$ cat src/rtl/fbu_pkg.sv
package fbu_pkg;
  // offsets of the configuration registers
  localparam int OFS_CTRL0 = 0;
  localparam int OFS_ADDR0 = 1;
  localparam int OFS_MASK0 = 2;
  localparam int OFS_CTRL1 = 3;
  localparam int OFS_DATA1 = 6;
  localparam int OFS_DMASK = 7;
  localparam int OFS_COUNT = 8;
  localparam int OFS_MODE  = 9;
  localparam int CH_STRIDE = 3;

  // datapath -> control: raw compare results and configuration
  typedef struct packed {
    logic hit0;
    logic raw1;
    logic cntEn;
    logic cntLast;
    logic after0;
    logic after1;
    logic seqMode;
    logic cfgWrite;
  } matchInfo_t;

  // control -> datapath strobes
  typedef struct packed {
    logic cntDec;
  } ctlStrobe_t;
endpackage

$ cat src/rtl/fbu_datapath.sv
module fbu_datapath
  import fbu_pkg::*;
#(
  parameter int ADDR_W = 32,
  parameter int DATA_W = 32,
  parameter int CNT_W  = 12,
  parameter int ASID_W = 8,
  parameter int REG_W  = 32,
  parameter int RA_W   = 4
) (
  input  logic              clk,
  input  logic              rstN,
  input  logic              fetchValid,
  input  logic [ADDR_W-1:0] fetchAddr,
  input  logic [ASID_W-1:0] fetchAsid,
  input  logic [DATA_W-1:0] fetchData,
  input  logic              regWe,
  input  logic [RA_W-1:0]   regAddr,
  input  logic [REG_W-1:0]  regWdata,
  input  ctlStrobe_t        strobe,
  output matchInfo_t        info
);
  localparam int ASID_LO = 8;
  localparam int ASID_HI = ASID_LO + ASID_W - 1;
  localparam logic [CNT_W-1:0] CNT_ONE = CNT_W'(1);

  logic [1:0] chHit;
  logic [1:0] chAfter;

  generate
    for (genvar c = 0; c < 2; c++) begin : g_ch
      localparam int BASE = c * CH_STRIDE;
      logic              enQ, afterQ, asidEnQ;
      logic [ASID_W-1:0] asidQ;
      logic [ADDR_W-1:0] addrQ, maskQ;

      always_ff @(posedge clk or negedge rstN) begin
        if (!rstN) begin
          enQ     <= 1'b0;
          afterQ  <= 1'b0;
          asidEnQ <= 1'b0;
          asidQ   <= '0;
          addrQ   <= '0;
          maskQ   <= '0;
        end else if (regWe) begin
          if (regAddr == RA_W'(BASE)) begin
            enQ     <= regWdata[0];
            afterQ  <= regWdata[1];
            asidEnQ <= regWdata[2];
            asidQ   <= regWdata[ASID_HI:ASID_LO];
          end
          if (regAddr == RA_W'(BASE + 1)) addrQ <= regWdata[ADDR_W-1:0];
          if (regAddr == RA_W'(BASE + 2)) maskQ <= regWdata[ADDR_W-1:0];
        end
      end

      assign chHit[c]   = fetchValid && enQ
                          && (((fetchAddr ^ addrQ) & ~maskQ) == '0)
                          && (!asidEnQ || fetchAsid == asidQ);
      assign chAfter[c] = afterQ;
    end
  endgenerate

  // channel-1 extra terms and global mode
  logic              dataEnQ, cntEnQ, seqQ;
  logic [DATA_W-1:0] dataQ, dmaskQ;
  logic [CNT_W-1:0]  cntQ;
  logic              dataOk;

  always_ff @(posedge clk or negedge rstN) begin
    if (!rstN) begin
      dataEnQ <= 1'b0;
      cntEnQ  <= 1'b0;
      seqQ    <= 1'b0;
      dataQ   <= '0;
      dmaskQ  <= '0;
    end else if (regWe) begin
      if (regAddr == RA_W'(OFS_CTRL1)) begin
        dataEnQ <= regWdata[3];
        cntEnQ  <= regWdata[4];
      end
      if (regAddr == RA_W'(OFS_DATA1)) dataQ  <= regWdata[DATA_W-1:0];
      if (regAddr == RA_W'(OFS_DMASK)) dmaskQ <= regWdata[DATA_W-1:0];
      if (regAddr == RA_W'(OFS_MODE))  seqQ   <= regWdata[0];
    end
  end

  always_ff @(posedge clk or negedge rstN) begin
    if (!rstN)                                      cntQ <= '0;
    else if (regWe && regAddr == RA_W'(OFS_COUNT))  cntQ <= regWdata[CNT_W-1:0];
    else if (strobe.cntDec && cntQ != '0)           cntQ <= cntQ - CNT_ONE;
  end

  assign dataOk = !dataEnQ || (((fetchData ^ dataQ) & ~dmaskQ) == '0);

  always_comb begin
    info.hit0     = chHit[0];
    info.raw1     = chHit[1] && dataOk;
    info.cntEn    = cntEnQ;
    info.cntLast  = (cntQ <= CNT_ONE);
    info.after0   = chAfter[0];
    info.after1   = chAfter[1];
    info.seqMode  = seqQ;
    info.cfgWrite = regWe;
  end

  // a decrement request at zero leaves the counter at zero
  a_r5_cnt_floor: assert property (@(posedge clk) disable iff (!rstN)
    (strobe.cntDec && cntQ == '0 && !regWe) |=> (cntQ == '0));
endmodule

$ cat src/rtl/fbu_control.sv
module fbu_control
  import fbu_pkg::*;
(
  input  logic       clk,
  input  logic       rstN,
  input  matchInfo_t info,
  input  logic       execDone,
  input  logic       brkClr,
  output ctlStrobe_t strobe,
  output logic       brkReq,
  output logic [1:0] chMatch
);
  logic armedQ, pendQ, latchQ;
  logic hit1, seqTrig, trigBefore, trigAfter, fire;

  always_comb begin
    hit1    = info.raw1 && (!info.cntEn || info.cntLast);
    seqTrig = info.seqMode && armedQ && hit1;
    if (info.seqMode) begin
      trigBefore = seqTrig && !info.after1;
      trigAfter  = seqTrig &&  info.after1;
    end else begin
      trigBefore = (info.hit0 && !info.after0) || (hit1 && !info.after1);
      trigAfter  = (info.hit0 &&  info.after0) || (hit1 &&  info.after1);
    end
    fire          = trigBefore || (pendQ && execDone);
    strobe.cntDec = info.raw1 && info.cntEn;
  end

  always_ff @(posedge clk or negedge rstN) begin
    if (!rstN) begin
      armedQ <= 1'b0;
      pendQ  <= 1'b0;
      latchQ <= 1'b0;
    end else begin
      if (info.cfgWrite || seqTrig)           armedQ <= 1'b0;
      else if (info.seqMode && info.hit0)     armedQ <= 1'b1;
      pendQ  <= trigAfter || (pendQ && !execDone && !brkClr);
      latchQ <= fire || (latchQ && !brkClr);
    end
  end

  assign brkReq  = latchQ || fire;
  assign chMatch = {hit1, info.hit0};

  // the request holds until acknowledged
  a_r12_hold: assert property (@(posedge clk) disable iff (!rstN)
    (brkReq && !brkClr) |=> brkReq);
  // any register write leaves the unit disarmed
  a_r9_write_disarms: assert property (@(posedge clk) disable iff (!rstN)
    info.cfgWrite |=> !armedQ);
  // in chained mode a fresh break from a fetch needs the armed state
  a_r8_chain_needs_arm: assert property (@(posedge clk) disable iff (!rstN)
    (info.seqMode && $rose(brkReq) && !execDone) |-> armedQ);
  // a new request has a fetch hit or an execute strobe behind it
  a_r11_rise_cause: assert property (@(posedge clk) disable iff (!rstN)
    $rose(brkReq) |-> (info.hit0 || info.raw1 || execDone));
endmodule

$ cat src/rtl/fetch_break_unit.sv
module fetch_break_unit
  import fbu_pkg::*;
#(
  parameter int ADDR_W = 32,
  parameter int DATA_W = 32,
  parameter int CNT_W  = 12,
  parameter int ASID_W = 8,
  parameter int REG_W  = 32
) (
  input  logic              clk,
  input  logic              rstN,
  input  logic              fetchValid,
  input  logic [ADDR_W-1:0] fetchAddr,
  input  logic [ASID_W-1:0] fetchAsid,
  input  logic [DATA_W-1:0] fetchData,
  input  logic              execDone,
  input  logic              regWe,
  input  logic [3:0]        regAddr,
  input  logic [REG_W-1:0]  regWdata,
  input  logic              brkClr,
  output logic              brkReq,
  output logic [1:0]        chMatch
);
  matchInfo_t info;
  ctlStrobe_t strobe;

  fbu_datapath #(
    .ADDR_W(ADDR_W), .DATA_W(DATA_W), .CNT_W(CNT_W),
    .ASID_W(ASID_W), .REG_W(REG_W), .RA_W(4)
  ) u_dp (
    .clk(clk), .rstN(rstN), .fetchValid(fetchValid), .fetchAddr(fetchAddr),
    .fetchAsid(fetchAsid), .fetchData(fetchData), .regWe(regWe),
    .regAddr(regAddr), .regWdata(regWdata), .strobe(strobe), .info(info)
  );

  fbu_control u_ctl (
    .clk(clk), .rstN(rstN), .info(info), .execDone(execDone),
    .brkClr(brkClr), .strobe(strobe), .brkReq(brkReq), .chMatch(chMatch)
  );

  // without a valid fetch nothing is flagged
  a_r13_idle_quiet: assert property (@(posedge clk) disable iff (!rstN)
    !fetchValid |-> (chMatch == 2'b00));
endmodule

$ cat config.mk
export PLATFORM = sky130hd
export DESIGN_NAME = fetch_break_unit
export DESIGN_NICKNAME = d
export VERILOG_FILES = /design/src/rtl/fbu_pkg.sv /design/src/rtl/fbu_datapath.sv /design/src/rtl/fbu_control.sv /design/src/rtl/fetch_break_unit.sv
export SDC_FILE = /design/constraint.sdc
export NUM_CORES = 1
export LEC_CHECK = 0
export CORE_MARGIN = 4
export CORE_UTILIZATION = 51
export DETAILED_ROUTE_END_ITERATION = 12
export PLACE_DENSITY = 0.73
export SLEW_MARGIN = 30
export SYNTH_ARGS = -nofsm -noshare
export SYNTH_HDL_FRONTEND = slang
export SYNTH_SLANG_ARGS = --single-unit
export TNS_END_PERCENT = 30
$ cat constraint.sdc
create_clock -name clk -period 3.9 [get_ports clk]
set_input_delay 1.17 -clock clk [delete_from_list [all_inputs] [get_ports clk]]
set_output_delay 1.17 -clock clk [all_outputs]
set_load 0.01 [all_outputs]
; ---- Yosys cells after proc, flatten, opt, wreduce, memory -nomap -nowiden
; Index checks and enable logic that the tools add are counted.
[classes]
n_bitwise = 9
eq_ne = 11
addsub = 1
n_lt_le_gt_ge = 1
reduce_logical = 59
n_mux = 6
[ops]
columns = cell, count
row1 = 32-bit AND, 3
row2 = 32-bit zero test, 3
row3 = 32-bit inverter, 3
row4 = 32-bit XOR, 3
row5 = 1-bit logical AND, 24
row6 = 12-bit two-way mux, 2
row7 = 2-bit AND reduction, 9
row8 = 4-bit by 3-bit == test with 1-bit output (second input constant), 4
row9 = 8-bit == test, 2
row10 = 12-bit by 1-bit less-or-equal comparator with 1-bit output (second input constant), 1
row11 = 12-bit nonzero test, 1
row12 = 12-bit by 1-bit subtractor with 12-bit output (second input constant), 1
row13 = 1-bit logical OR, 11
row14 = 4-bit by 2-bit == test with 1-bit output (second input constant), 2
row15 = 4-bit == test (second input constant), 2
row16 = 1-bit zero test, 8
row17 = 4-bit by 1-bit == test with 1-bit output (second input constant), 1
row18 = 4-bit zero test, 1
row19 = 1-bit two-way mux, 4
row20 = 2-bit nonzero test, 2
[word_totals]
word_cells = 108
in_bits = 114
output_inout_bits = 3
reg_bits = 232

; ---- Depth between registers and ports, before layout
; Gate-level depths: netlist of the first run.
[depth]
ltp_word = 12
ltp_mapped = 9

; ---- By module
; From an unflattened synthesis of the first run, not the netlist that was laid out.
[hier_totals]
hier_cells = 776
hier_area_um2 = 10531.4
[modules_own_cells]
columns = mod, instances, area_each_um2, cells_per_inst
row1 = fbu_datapath, 1, 10313.6, 752
row2 = fbu_control, 1, 217.7, 24

; ---- Least setup slack after synthesis of the first run
; No wires, ideal clock.
[synth_timing]
path_type = in2out
startpoint = in fetchAddr[14]
endpoint = out brkReq
setup_slack_ns = -0.233
stages = 6
n_path_buf = 0
required_ns = 2.730
arrival_ns = 2.963
path_cell_list = xnor2_1 -> o22ai_1 -> or4_1 -> nor4_1 -> nor3b_1 -> or3b_1
[synth_rtl]
columns = element, line_no
row1 = start: declaration, fetch_break_unit.sv:13  ; input logic [ADDR_W-1:0] fetchAddr,
row2 = 32-bit XOR, fbu_datapath.sv:58  ; && (((fetchAddr ^ addrQ) & ~maskQ) == '0)
row3 = 32-bit AND, fbu_datapath.sv:58
row4 = 32-bit zero test, fbu_datapath.sv:58
row5 = 1-bit logical AND, fbu_datapath.sv:58
row6 = 1-bit logical AND, fbu_datapath.sv:59  ; && (!asidEnQ || fetchAsid == asidQ);
row7 = via chMatch[0], fetch_break_unit.sv:22  ; output logic [1:0] chMatch
row8 = 1-bit logical AND, fbu_control.sv:23  ; trigBefore = (info.hit0 && !info.after0) || (hit1 && !info.after1);
row9 = 1-bit logical OR, fbu_control.sv:23
row10 = 1-bit two-way mux, fbu_control.sv:19  ; if (info.seqMode) begin
row11 = 1-bit logical OR, fbu_control.sv:26  ; fire = trigBefore || (pendQ && execDone);
row12 = 1-bit logical OR, fbu_control.sv:43  ; assign brkReq = latchQ || fire;
row13 = end: declaration, fetch_break_unit.sv:21  ; output logic brkReq,
; The timed path passes the listed nets, and every way through them passes these cells.

; ---- Worst setup path in the final report of the first run
[layout_timing]
startpoint = in fetchAddr[3]
endpoint = out brkReq
[layout_via]
elab_chain_len = 12
[layout_rtl]
columns = element, line_no
row1 = 32-bit XOR, fbu_datapath.sv:58
row2 = 32-bit AND, fbu_datapath.sv:58
row3 = 32-bit zero test, fbu_datapath.sv:58
row4 = 1-bit logical AND, fbu_datapath.sv:58
row5 = 1-bit logical AND, fbu_datapath.sv:59
row6 = 1-bit logical AND, fbu_datapath.sv:98  ; info.raw1 = chHit[1] && dataOk;
row7 = 1-bit logical AND, fbu_control.sv:17  ; hit1 = info.raw1 && (!info.cntEn || info.cntLast);
row8 = "1-bit logical AND, on equally long branches", "fbu_control.sv:23, fbu_control.sv:18"
row9 = 1-bit logical OR / 1-bit logical AND (equally long branches), "fbu_control.sv:23, fbu_control.sv:20"
row10 = 1-bit two-way mux *, fbu_control.sv:19
row11 = 1-bit logical OR *, fbu_control.sv:26
row12 = 1-bit logical OR *, fbu_control.sv:43
; Mark *: on every way between the ends. The rest lies on a longest branch, timed or not.

==> results.py, run 1 <==
metrics = {
    "status": {
        "status": "finished, violations left",
        "failed_checks": "negative setup slack",
    },
    "setup_path": {
        "critPathLaunchType": "input pin",
        "r2r_slack_ns": 1.24,
        "crit_chain": "clkdlybuf4s15_2 > xnor2_2 > o22ai_1 > or4_4 > nor4_4 > nor3b_2 > or3b_1 > buf_2",
        "cp.required_ns": 2.73,
        "r2r-end": "u_dp.cntQ[5]$_DFFE_PN0P_",
        "path_class": "input pin to output port",
        "critPathCaptureType": "output port",
        "reg2reg_depth": 10,
        "worstPathArrival_ns": 3.06,
        "cp_slowest_cell": "or4_4",
        "cp_slowest_stage_delay_ns": 0.45,
        "path_max_fanout": 2,
        "reg2reg_from": "u_dp.dataQ[13]$_DFFE_PN0P_",
    },
    "clocking": {
        "holdBufCountCts": 0,
        "clk_pin_slew_ns": 0.06,
        "cts_made_buffers": 25,
        "clock_path_buffers": 3,
        "worstSkewPairLatency_ns": 0.52,
        "cts_tree": "yes",
        "clock_sinks": 232,
        "clockRootBuffer": "clkbuf_16",
        "ctsHtreeMaxLevel": 1,
    },
    "global_routing": {
        "first_global_vias": 7930,
        "grt_max_degree": 109,
        "use_met3": 0.0385,
        "grt_pass1_wl_microns": 44600,
        "grt_overflow": 0,
        "met2_usage": 0.388,
        "grtUsageMet1": 0.339,
        "top_usage_layer": "met2",
        "grt_use_total": 0.240,
        "antenna_found_initial": 1,
    },
    "layout": {
        "drive_above_1_share": 0.462,
        "nFillCells": 1463,
        "num_antenna_cells": 0,
        "layout_common_cells": "232 x dfrtp_1, 189 x mux2_2, 81 x buf_4",
        "layout_commonest_cell": "dfrtp_1",
        "syn2layout_area_growth_pct": 32.5,
        "multi_input_area_sq_um": 5540,
        "nets": 1123,
        "final_area_sq_um": 14300,
        "regArea_sq_um": 5810,
    },
    "die": {
        "dieHeight_microns": 153,
        "die_area_sq_um": 23500,
        "die_w_microns": 153,
        "floorplan.initialDensity": 0.526,
        "rows": 52,
        "core_area_sq_um": 20500,
        "ios": 117,
    },
    "pwr": {
        "switchingPower_uw": 2160,
        "leakage_uw": 0.00612,
        "clockPowerShare": 0.316,
        "p_int_uw": 5580,
        "switching_share": 0.279,
        "total_power_uw": 7740,
        "ir_drop_uv": 411,
        "pwr-share-comb": 0.244,
        "p_seq_frac": 0.440,
        "powerDensity_nw_per_um2": 542,
    },
    "place": {
        "hpwl_microns": 19400,
        "placed_cell_area_sq_um": 12800,
        "portBuffers": 116,
        "gp_congestion": 0.908,
    },
    "sta": {
        "clock_skew_ns": 0.0165,
        "worst_pin_slew_ns": 0.849,
        "hold_viol": 0,
        "period_share": 1.09,
        "fin_crit_ns": 4.23,
        "setup_slack_ns": -0.332,
        "fmax_ghz": 0.236,
        "grt_setup_unrepaired": "yes",
        "finalSetupViolations": 3,
        "maxSlewHeadroom": 0.434,
        "drv_slew": 0,
    },
    "yosys": {
        "synthTopCellsByArea": "dfrtp_1 54%, mux2_2 20%, xnor2_1 9.4%",
        "synth_flop_cell": "dfrtp_1",
        "postSynth.asyncResetShare": 1.00,
        "synth_cell_types": 52,
        "synth_edf_count": 0,
        "ys_seq_area_frac": 0.538,
        "synth_fp_nets": 922,
        "syn_inst": 805,
        "yosys_warnings": 0,
        "netlist.area_leader.share": 0.538,
        "synth_seq_cells": 232,
        "synth_area_leader_cell": "dfrtp_1",
        "syn_area_sq_um": 10800,
        "syn_avg_cell_area_sq_um": 13.4,
    },
    "drt": {
        "finalWirelength_microns": 27800,
        "drcViolationCount": 0,
        "vias": 7303,
        "drt_pre_antenna_iters": 5,
        "wl_per_cell_microns": 21.5,
        "antenna_left": 0,
        "drt_iter0_markers": 437,
        "viasPerCell": 5.64,
    },
    "min_path": {
        "hp-class": "flop to flop",
        "hp-start": "u_dp.g_ch[0].maskQ[18]$_DFFE_PN0P_",
        "holdPathStages": 1,
        "min_to": "u_dp.g_ch[0].maskQ[18]$_DFFE_PN0P_",
    },
    "job": {
        "maxCapViolCount": 0,
    },
}
-- critical path: cells and delay by family --
| kind | cells | cell delay, ns |
|---|---|---|
| simple gates | 4 | 1.22 |
| buf+inv | 2 | 0.36 |
| xor+xnor | 1 | 0.16 |
| compound gates | 1 | 0.13 |
-- worst max path at each step --
stage                     endpoint          start  cells after the start  slack, ns
after floorplan             brkReq  fetchData[23]                      7      0.008
after global placement      brkReq   fetchAddr[7]                     10      -1.20
after detailed placement    brkReq   fetchAddr[0]                     10      -1.24
after CTS                   brkReq  fetchAddr[20]                     12      -0.33
after global routing        brkReq   fetchData[3]                     11      -0.49
final                       brkReq   fetchAddr[3]                      8      -0.33
-- timing repair --
action	4_1_cts	5_1_grt
setup buffers	11	0
pin swaps	109	1
endpoints found under the setup margin	3	3
gates resized for setup	313	5
-- per-layer routing --
metal / wire length, microns / share of wire / up-vias
li1: - / - / 3324
met3: 1300 / 0.047 / 49
met5: 0 / 0 / -
met4: 743 / 0.027 / 0
met1: 12600 / 0.45 / 3757
met2: 13200 / 0.47 / 173
-- cells in the mapped netlist, types with 3 or more instances --
cell / n
nand3b_1: 7
buf_1: 7
mux2_2: 189
mux2i_1: 5
nand2b_1: 6
o211ai_1: 3
nor3_1: 6
a31oi_1: 3
ha_1: 3
nor4_2: 3
clkbuf_1: 21
nor4_1: 10
nand2_1: 14
nand3_1: 4
a21oi_1: 6
o21ai_0: 9
o22ai_1: 58
nand4_1: 7
nor2_1: 23
dfrtp_1: 232
xnor2_1: 116
mux2_1: 27
inv_1: 6
nor3b_1: 4
-- sequential cells by signal (all words and copies together), names as in the netlist --
name               cells
u_dp.dataEnQ           1
u_ctl.latchQ           1
u_dp.g_ch.enQ          2
u_dp.g_ch.asidEnQ      2
u_dp.g_ch.afterQ       2
u_dp.g_ch.maskQ       64
u_dp.cntEnQ            1
u_dp.dmaskQ           32
u_dp.cntQ             12
u_ctl.pendQ            1
u_dp.seqQ              1
u_dp.g_ch.addrQ       64
u_ctl.armedQ           1
u_dp.dataQ            32
u_dp.g_ch.asidQ       16
-- kinds of logic (layout without fill, tap and decap cells) --
group                      Yosys count  in the layout  share of synthesized area
DFF                                232            232                      0.538
and+or+nand+nor                    102            102                     0.0579
xor gates and xnor gates           116            116                     0.0942
buffers and inverters               36            255                     0.0130
AOI/OAI and AO/OA                   94             94                     0.0617
adders and majority gates            3              3                    0.00348
muxes                              222            222                      0.232
-- power groups by stage --
stage	clock, uW	sequential [uW]	combinational (uW)
4_1_cts	2480	3390	1870
6_report	2450	3410	1890
5_1_grt	2590	3470	2040
3_5_place_dp	0	3360	1640
3_3_place_gp	0	3330	1610
2_1_floorplan	0	3260	1040
-- final cells by class --
type | instances | share of cell area
multi-input combinational | 537 | 0.388
clock inverter | 9 | 0.0104
inverter | 6 | 0.00158
tap | 270 | 0.0236
sequential | 232 | 0.406
timing repair buffer | 204 | 0.122
clock buffer | 36 | 0.0488
-- through the flow --
stage	TNS [ns]	setup WS (ns)	utilization	cells	hold WS (ns)
after floorplan	0	0.00802	-	805	0.473
after global placement	-3.24	-1.20	0.627	1238	0.485
after detailed placement	-3.30	-1.24	0.627	1238	0.494
after CTS	-0.599	-0.329	0.696	1294	0.509
after global routing	-1.02	-0.490	0.697	1294	0.527
final	-0.628	-0.332	0.697	1294	0.507
(Power assumes the default switching activity.)
==> run 2, diff against run 1 <==
Settings changed: ABC_AREA from default to 0, PLACE_DENSITY 0.73 to 0.85.
==> run 2 against run 1 <==
The run still ends with negative setup slack left; count of clock-buffer cells in the layout fell by 2; critical path depth rose by 2; register-to-register slack got worse by 0.11 ns; cell count fell by 0.85%; routed wire length rose by 5.9%; first-iteration DRC count rose by 18%; largest cell class unchanged.
==> results.py, run 2 (synthesized netlist as in run 1, its figures left out) <==
metrics = {
    "drt": {
        "drt_pre_antenna_iters": 5,
        "antenna_left": 0,
        "vias": 7565,
        "viasPerCell": 5.90,
        "drcViolationCount": 0,
        "wl_per_cell_microns": 23.0,
        "drt_iter0_markers": 514,
        "finalWirelength_microns": 29500,
    },
    "layout": {
        "layout_common_cells": "232 x dfrtp_1, 189 x mux2_2, 71 x buf_4",
        "syn2layout_area_growth_pct": 31.0,
        "top_regs": "u_dp.g_ch.addrQ (64), u_dp.g_ch.maskQ (64)",
        "layout_commonest_cell": "dfrtp_1",
        "nets": 1112,
        "drive_above_1_share": 0.476,
        "utilization": 0.689,
        "num_antenna_cells": 0,
    },
    "clocking": {
        "clk_pin_slew_ns": 0.06,
        "worstSkewPairLatency_ns": 0.52,
        "clock_path_buffers": 3,
        "cts_tree": "yes",
        "clock_sinks": 232,
        "ctsHtreeMaxLevel": 1,
        "cts_made_buffers": 25,
        "clockRootBuffer": "clkbuf_16",
    },
    "setup_path": {
        "path_class": "input pin to output port",
        "path_max_fanout": 2,
        "crit_top_cell": "buf_2",
        "worst_path_dominant_cell_family": "simple AND/OR/NAND/NOR gates",
        "cp_num_buf_inv": 3,
        "critPathLaunchType": "input pin",
        "cp_slowest_cell": "a2111oi_4",
        "cp.required_ns": 2.73,
        "worstPathArrival_ns": 3.02,
        "critPathCaptureType": "output port",
        "path_depth": 10,
        "cp_slowest_stage_delay_ns": 0.42,
        "crit_chain": "buf_2 > xnor2_2 > o22ai_1 > nor4_2 > buf_4 > nand4_4 > a2111oi_4 > nand3b_1 > or3b_1 > buf_2",
        "reg2reg_depth": 11,
    },
    "sta": {
        "clock_skew_ns": 0.0105,
        "worst_pin_slew_ns": 0.793,
        "drv_slew": 0,
        "fmax_ghz": 0.238,
        "grt_setup_unrepaired": "yes",
        "maxSlewHeadroom": 0.471,
        "finalSetupViolations": 3,
        "setup_slack_ns": -0.295,
        "period_share": 1.08,
        "fin_crit_ns": 4.19,
        "whs_ns": 0.510,
        "hold_viol": 0,
    },
    "status": {
        "failed_checks": "negative setup slack",
        "status": "finished, violations left",
    },
    "global_routing": {
        "grt_pass1_wl_microns": 45000,
        "grt_use_total": 0.243,
        "grt_overflow": 0,
        "grt_max_degree": 103,
        "first_global_vias": 8032,
        "antenna_found_initial": 0,
    },
    "place": {
        "gp_congestion": 0.911,
        "portBuffers": 116,
        "hpwl_microns": 18900,
    },
    "pwr": {
        "ir_drop_uv": 331,
        "leakage_uw": 0.00609,
        "powerDensity_nw_per_um2": 541,
    },
    "die": {
        "die_area_sq_um": 23500,
        "rows": 52,
        "floorplan.initialDensity": 0.526,
        "core_area_sq_um": 20500,
        "die_w_microns": 153,
        "dieHeight_microns": 153,
        "ios": 117,
    },
    "job": {
        "maxCapViolCount": 0,
    },
    "min_path": {
        "hp-class": "flop to flop",
        "holdPathStages": 1,
    },
}
==> run 2: changes by cell type in the layout (fill, tap and decap cells not counted), sizes merged <==
cell | previous run | this run
clkdlybuf4s15 | 28 | 13
dlygate4sd2 | 14 | 11
inv | 7 | 8
clkinv | 4 | 8
buf | 122 | 121
clkbuf | 37 | 43
bufinv | 4 | 0
clkinvlp | 0 | 1
==> run 2: worst paths after layout <==
path                                                    startpoint  slack, ns                                 end
worst max-delay path                                 fetchData[15]      -0.29                              brkReq
worst min-delay path            u_dp.g_ch[0].maskQ[20]$_DFFE_PN0P_       0.51  u_dp.g_ch[0].maskQ[20]$_DFFE_PN0P_
worst max register to register  u_dp.g_ch[1].addrQ[13]$_DFFE_PN0P_       1.13            u_dp.cntQ[5]$_DFFE_PN0P_
worst min register to register  u_dp.g_ch[0].maskQ[20]$_DFFE_PN0P_       0.51  u_dp.g_ch[0].maskQ[20]$_DFFE_PN0P_
max in group asynchronous                                     rstN       2.34         u_dp.dmaskQ[29]$_DFFE_PN0P_
min in group asynchronous                                     rstN       0.71   u_dp.g_ch[0].asidQ[4]$_DFFE_PN0P_
==> run 2: per-layer routing <==
metal / vias to the layer above / GRT usage / routed length [microns]
met4: 0 / 0.0774 / 944
met5: - / 0 / 0
met3: 74 / 0.0382 / 1680
met1: 3909 / 0.322 / 12200
met2: 274 / 0.414 / 14700
li1: 3308 / - / -
==> run 2: final cells by class <==
class | instances | area (sq um)
inverter | 6 | 22.5
sequential | 232 | 5810
multi-input combinational | 537 | 5580
clock inverter | 11 | 65.1
tap | 270 | 338
clock buffer | 34 | 729
fill | 1332 | 6360
timing repair buffer | 193 | 1590
==> run 2: what timing repair did <==
item                                    CTS  global route
hold buffers                              0             0
hold endpoints to repair                  0             0
setup buffers                            11             2
endpoints found under the setup margin    3             3
pin swaps                               112            33
gates resized for setup                 327            37
==> run 2: power breakdown <==
part	internal, uW	switching, uW
registers	2950	486
logic	1130	800
clock network	1310	970
total	5390	2260
==> run 2: worst reg2reg max path, cell delays in order (launching register included) <==
cell and delay, ns:
dfrtp_1 0.40, xnor2_2 0.26, o22ai_2 0.15, nor4_2 0.31, nand4_1 0.23, buf_4 0.20
buf_4 0.12, buf_4 0.13, a2111oi_4 0.41, buf_4 0.20, and4_1 0.19, o31a_1 0.12
==> run 2: per-stage QoR <==
step | area, sq um | power, uW | cells | setup WS, ns | TNS (ns)
2_1_floorplan | 10800 | 4300 | 805 | 0.00802 | 0
3_3_place_gp | 12700 | 4900 | 1226 | -1.21 | -3.20
3_5_place_dp | 12700 | 4990 | 1226 | -1.29 | -3.35
4_1_cts | 14100 | 7540 | 1281 | -0.256 | -0.545
5_1_grt | 14100 | 7950 | 1283 | -0.426 | -0.865
6_report | 14100 | 7650 | 1283 | -0.295 | -0.527
==> run 3, diff against run 2 <==
Settings changed: CAP_MARGIN from default to 20, CORE_MARGIN 4 to default, SLEW_MARGIN 30 to 20.
==> run 3 against run 2 <==
The flow still finishes with violations (negative setup slack); highest routed layer unchanged; hold slack got worse by 0.0050 ns; cell count rose by 0.47%; utilization fell by 0.43 points; critical path depth rose by 1.
==> results.py, run 3 (synthesized netlist as in run 1, its figures left out) <==
metrics = {
    "status": {
        "status": "finished, violations left",
        "failed_checks": "negative setup slack",
    },
    "place": {
        "portBuffers": 116,
        "hpwl_microns": 18800,
        "gp_congestion": 0.912,
    },
    "min_path": {
        "hp-class": "flop to flop",
    },
    "global_routing": {
        "grt_pass1_wl_microns": 47000,
        "grt_overflow": 0,
        "first_global_vias": 8254,
        "grt_max_degree": 92,
        "grt_use_total": 0.283,
        "antenna_found_initial": 0,
    },
    "layout": {
        "drive_above_1_share": 0.429,
        "top_regs": "u_dp.g_ch.addrQ (64), u_dp.g_ch.maskQ (64)",
        "nFillCells": 1355,
        "layout_common_cells": "232 x dfrtp_1, 189 x mux2_2, 80 x xnor2_1",
        "nets": 1118,
        "syn2layout_area_growth_pct": 30.2,
        "layout_commonest_cell": "dfrtp_1",
        "num_antenna_cells": 0,
    },
    "sta": {
        "grt_setup_unrepaired": "yes",
        "worst_pin_slew_ns": 0.743,
        "maxSlewHeadroom": 0.505,
        "fmax_ghz": 0.228,
        "setup_slack_ns": -0.482,
        "fin_crit_ns": 4.38,
        "finalSetupViolations": 3,
        "whs_ns": 0.505,
        "period_share": 1.12,
        "clock_skew_ns": 0.00873,
        "hold_viol": 0,
        "drv_slew": 0,
    },
    "setup_path": {
        "critPathCaptureType": "output port",
        "cp.required_ns": 2.73,
        "crit_chain": "clkdlybuf4s15_2 > buf_6 > xnor2_4 > o22ai_1 > nor3_1 > nand4_1 > a2111oi_4 > buf_4 > nand3b_1 > or3b_1 > buf_2",
        "path_class": "input pin to output port",
        "path_max_fanout": 2,
        "worst_path_dominant_cell_family": "simple AND/OR/NAND/NOR gates",
        "worstPathArrival_ns": 3.21,
        "cp_slowest_cell": "a2111oi_4",
        "cp_num_buf_inv": 4,
        "cp_slowest_stage_delay_ns": 0.43,
        "critPathLaunchType": "input pin",
    },
    "clocking": {
        "worstSkewPairLatency_ns": 0.52,
        "cts_made_buffers": 25,
        "holdBufCountCts": 0,
        "clock_sinks": 232,
        "clockRootBuffer": "clkbuf_16",
        "clock_path_buffers": 3,
        "ctsHtreeMaxLevel": 1,
        "clk_pin_slew_ns": 0.06,
        "cts_tree": "yes",
    },
    "pwr": {
        "leakage_uw": 0.00597,
        "p_int_uw": 5380,
        "switching_share": 0.296,
        "total_power_uw": 7640,
        "pwr-share-comb": 0.254,
        "powerDensity_nw_per_um2": 544,
        "switchingPower_uw": 2260,
        "clockPowerShare": 0.296,
        "ir_drop_uv": 366,
        "p_seq_frac": 0.450,
    },
    "drt": {
        "drt_pre_antenna_iters": 5,
        "finalWirelength_microns": 30500,
        "vias": 7735,
        "drcViolationCount": 0,
        "wl_per_cell_microns": 23.6,
        "viasPerCell": 6.00,
        "drt_iter0_markers": 595,
        "antenna_left": 0,
    },
    "die": {
        "floorplan.initialDensity": 0.526,
        "die_area_sq_um": 21700,
        "rows": 52,
        "die_w_microns": 147,
        "ios": 117,
        "core_area_sq_um": 20500,
        "dieHeight_microns": 147,
    },
    "job": {
        "maxCapViolCount": 0,
    },
}
==> run 3: cell types whose count changed in the layout (fill, tap and decap cells not counted), moves of 3 or more <==
cell and delta:
o22ai_2 -4, clkbuf_2 -6, o22ai_1 +4, dlygate4sd2_1 +10, xnor2_2 -29, buf_2 -8, buf_4 +6, clkdlybuf4s15_1 +9
buf_6 -6, xnor2_1 +25, xnor2_4 +4, clkbuf_1 +3
==> run 3: area by class of cell <==
class / count / area [sq um] / share of cell area
timing repair buffer: 199 / 1680 / 0.119
clock inverter: 8 / 46.3 / 0.00330
multi-input combinational: 537 / 5410 / 0.386
inverter: 6 / 22.5 / 0.00160
clock buffer: 37 / 741 / 0.0527
sequential: 232 / 5810 / 0.413
tap: 270 / 338 / 0.0241
==> run 3: final timing paths <==
check / slack [ns] / from / end / cells past startpoint
max: -0.48 / fetchAddr[15] / brkReq / 11
min: 0.50 / u_dp.dmaskQ[21]$_DFFE_PN0P_ / u_dp.dmaskQ[21]$_DFFE_PN0P_ / 1
max reg2reg: 1.28 / u_dp.g_ch[1].addrQ[9]$_DFFE_PN0P_ / u_dp.cntQ[9]$_DFFE_PN0P_ / 11
min reg2reg: 0.50 / u_dp.dmaskQ[21]$_DFFE_PN0P_ / u_dp.dmaskQ[21]$_DFFE_PN0P_ / 1
max in group asynchronous: 2.36 / rstN / u_dp.g_ch[0].asidQ[4]$_DFFE_PN0P_ / 2
min in group asynchronous: 0.67 / rstN / u_dp.g_ch[1].addrQ[0]$_DFFE_PN0P_ / 1
==> run 3: power groups by stage <==
stage	Combinational, uW	Clock (uW)	Sequential [uW]
3_3_place_gp	1580	0	3330
4_1_cts	1840	2280	3390
6_report	1940	2260	3440
5_1_grt	2050	2380	3480
2_1_floorplan	1040	0	3260
3_5_place_dp	1630	0	3370
==> run 3: metrics by stage <==
stage / cells / util / setup slack [ns] / instance area [sq um] / TNS (ns)
finish: 1289 / 0.685 / -0.482 / 14000 / -1.04
global route: 1289 / 0.685 / -0.556 / 14000 / -1.22
floorplan: 805 / - / 0.00802 / 10800 / 0
global placement: 1228 / 0.621 / -1.22 / 12700 / -3.19
detailed placement: 1228 / 0.621 / -1.25 / 12700 / -3.36
CTS: 1285 / 0.681 / -0.395 / 14000 / -0.802
==> run 3: repair_timing <==
action                                  CTS  global route
resized for setup                       265            18
buffers inserted                         12             4
hold endpoints to repair                  0             0
pin swaps                               100            19
endpoints found under the setup margin    3             3
==> run 3: layer usage <==
metal  GRT usage  part of all wire  wire (microns)
met5           0                 0               0
met4       0.112             0.042            1270
met3      0.0475             0.066            2000
met2       0.467              0.49           15000
met1       0.374              0.40           12300
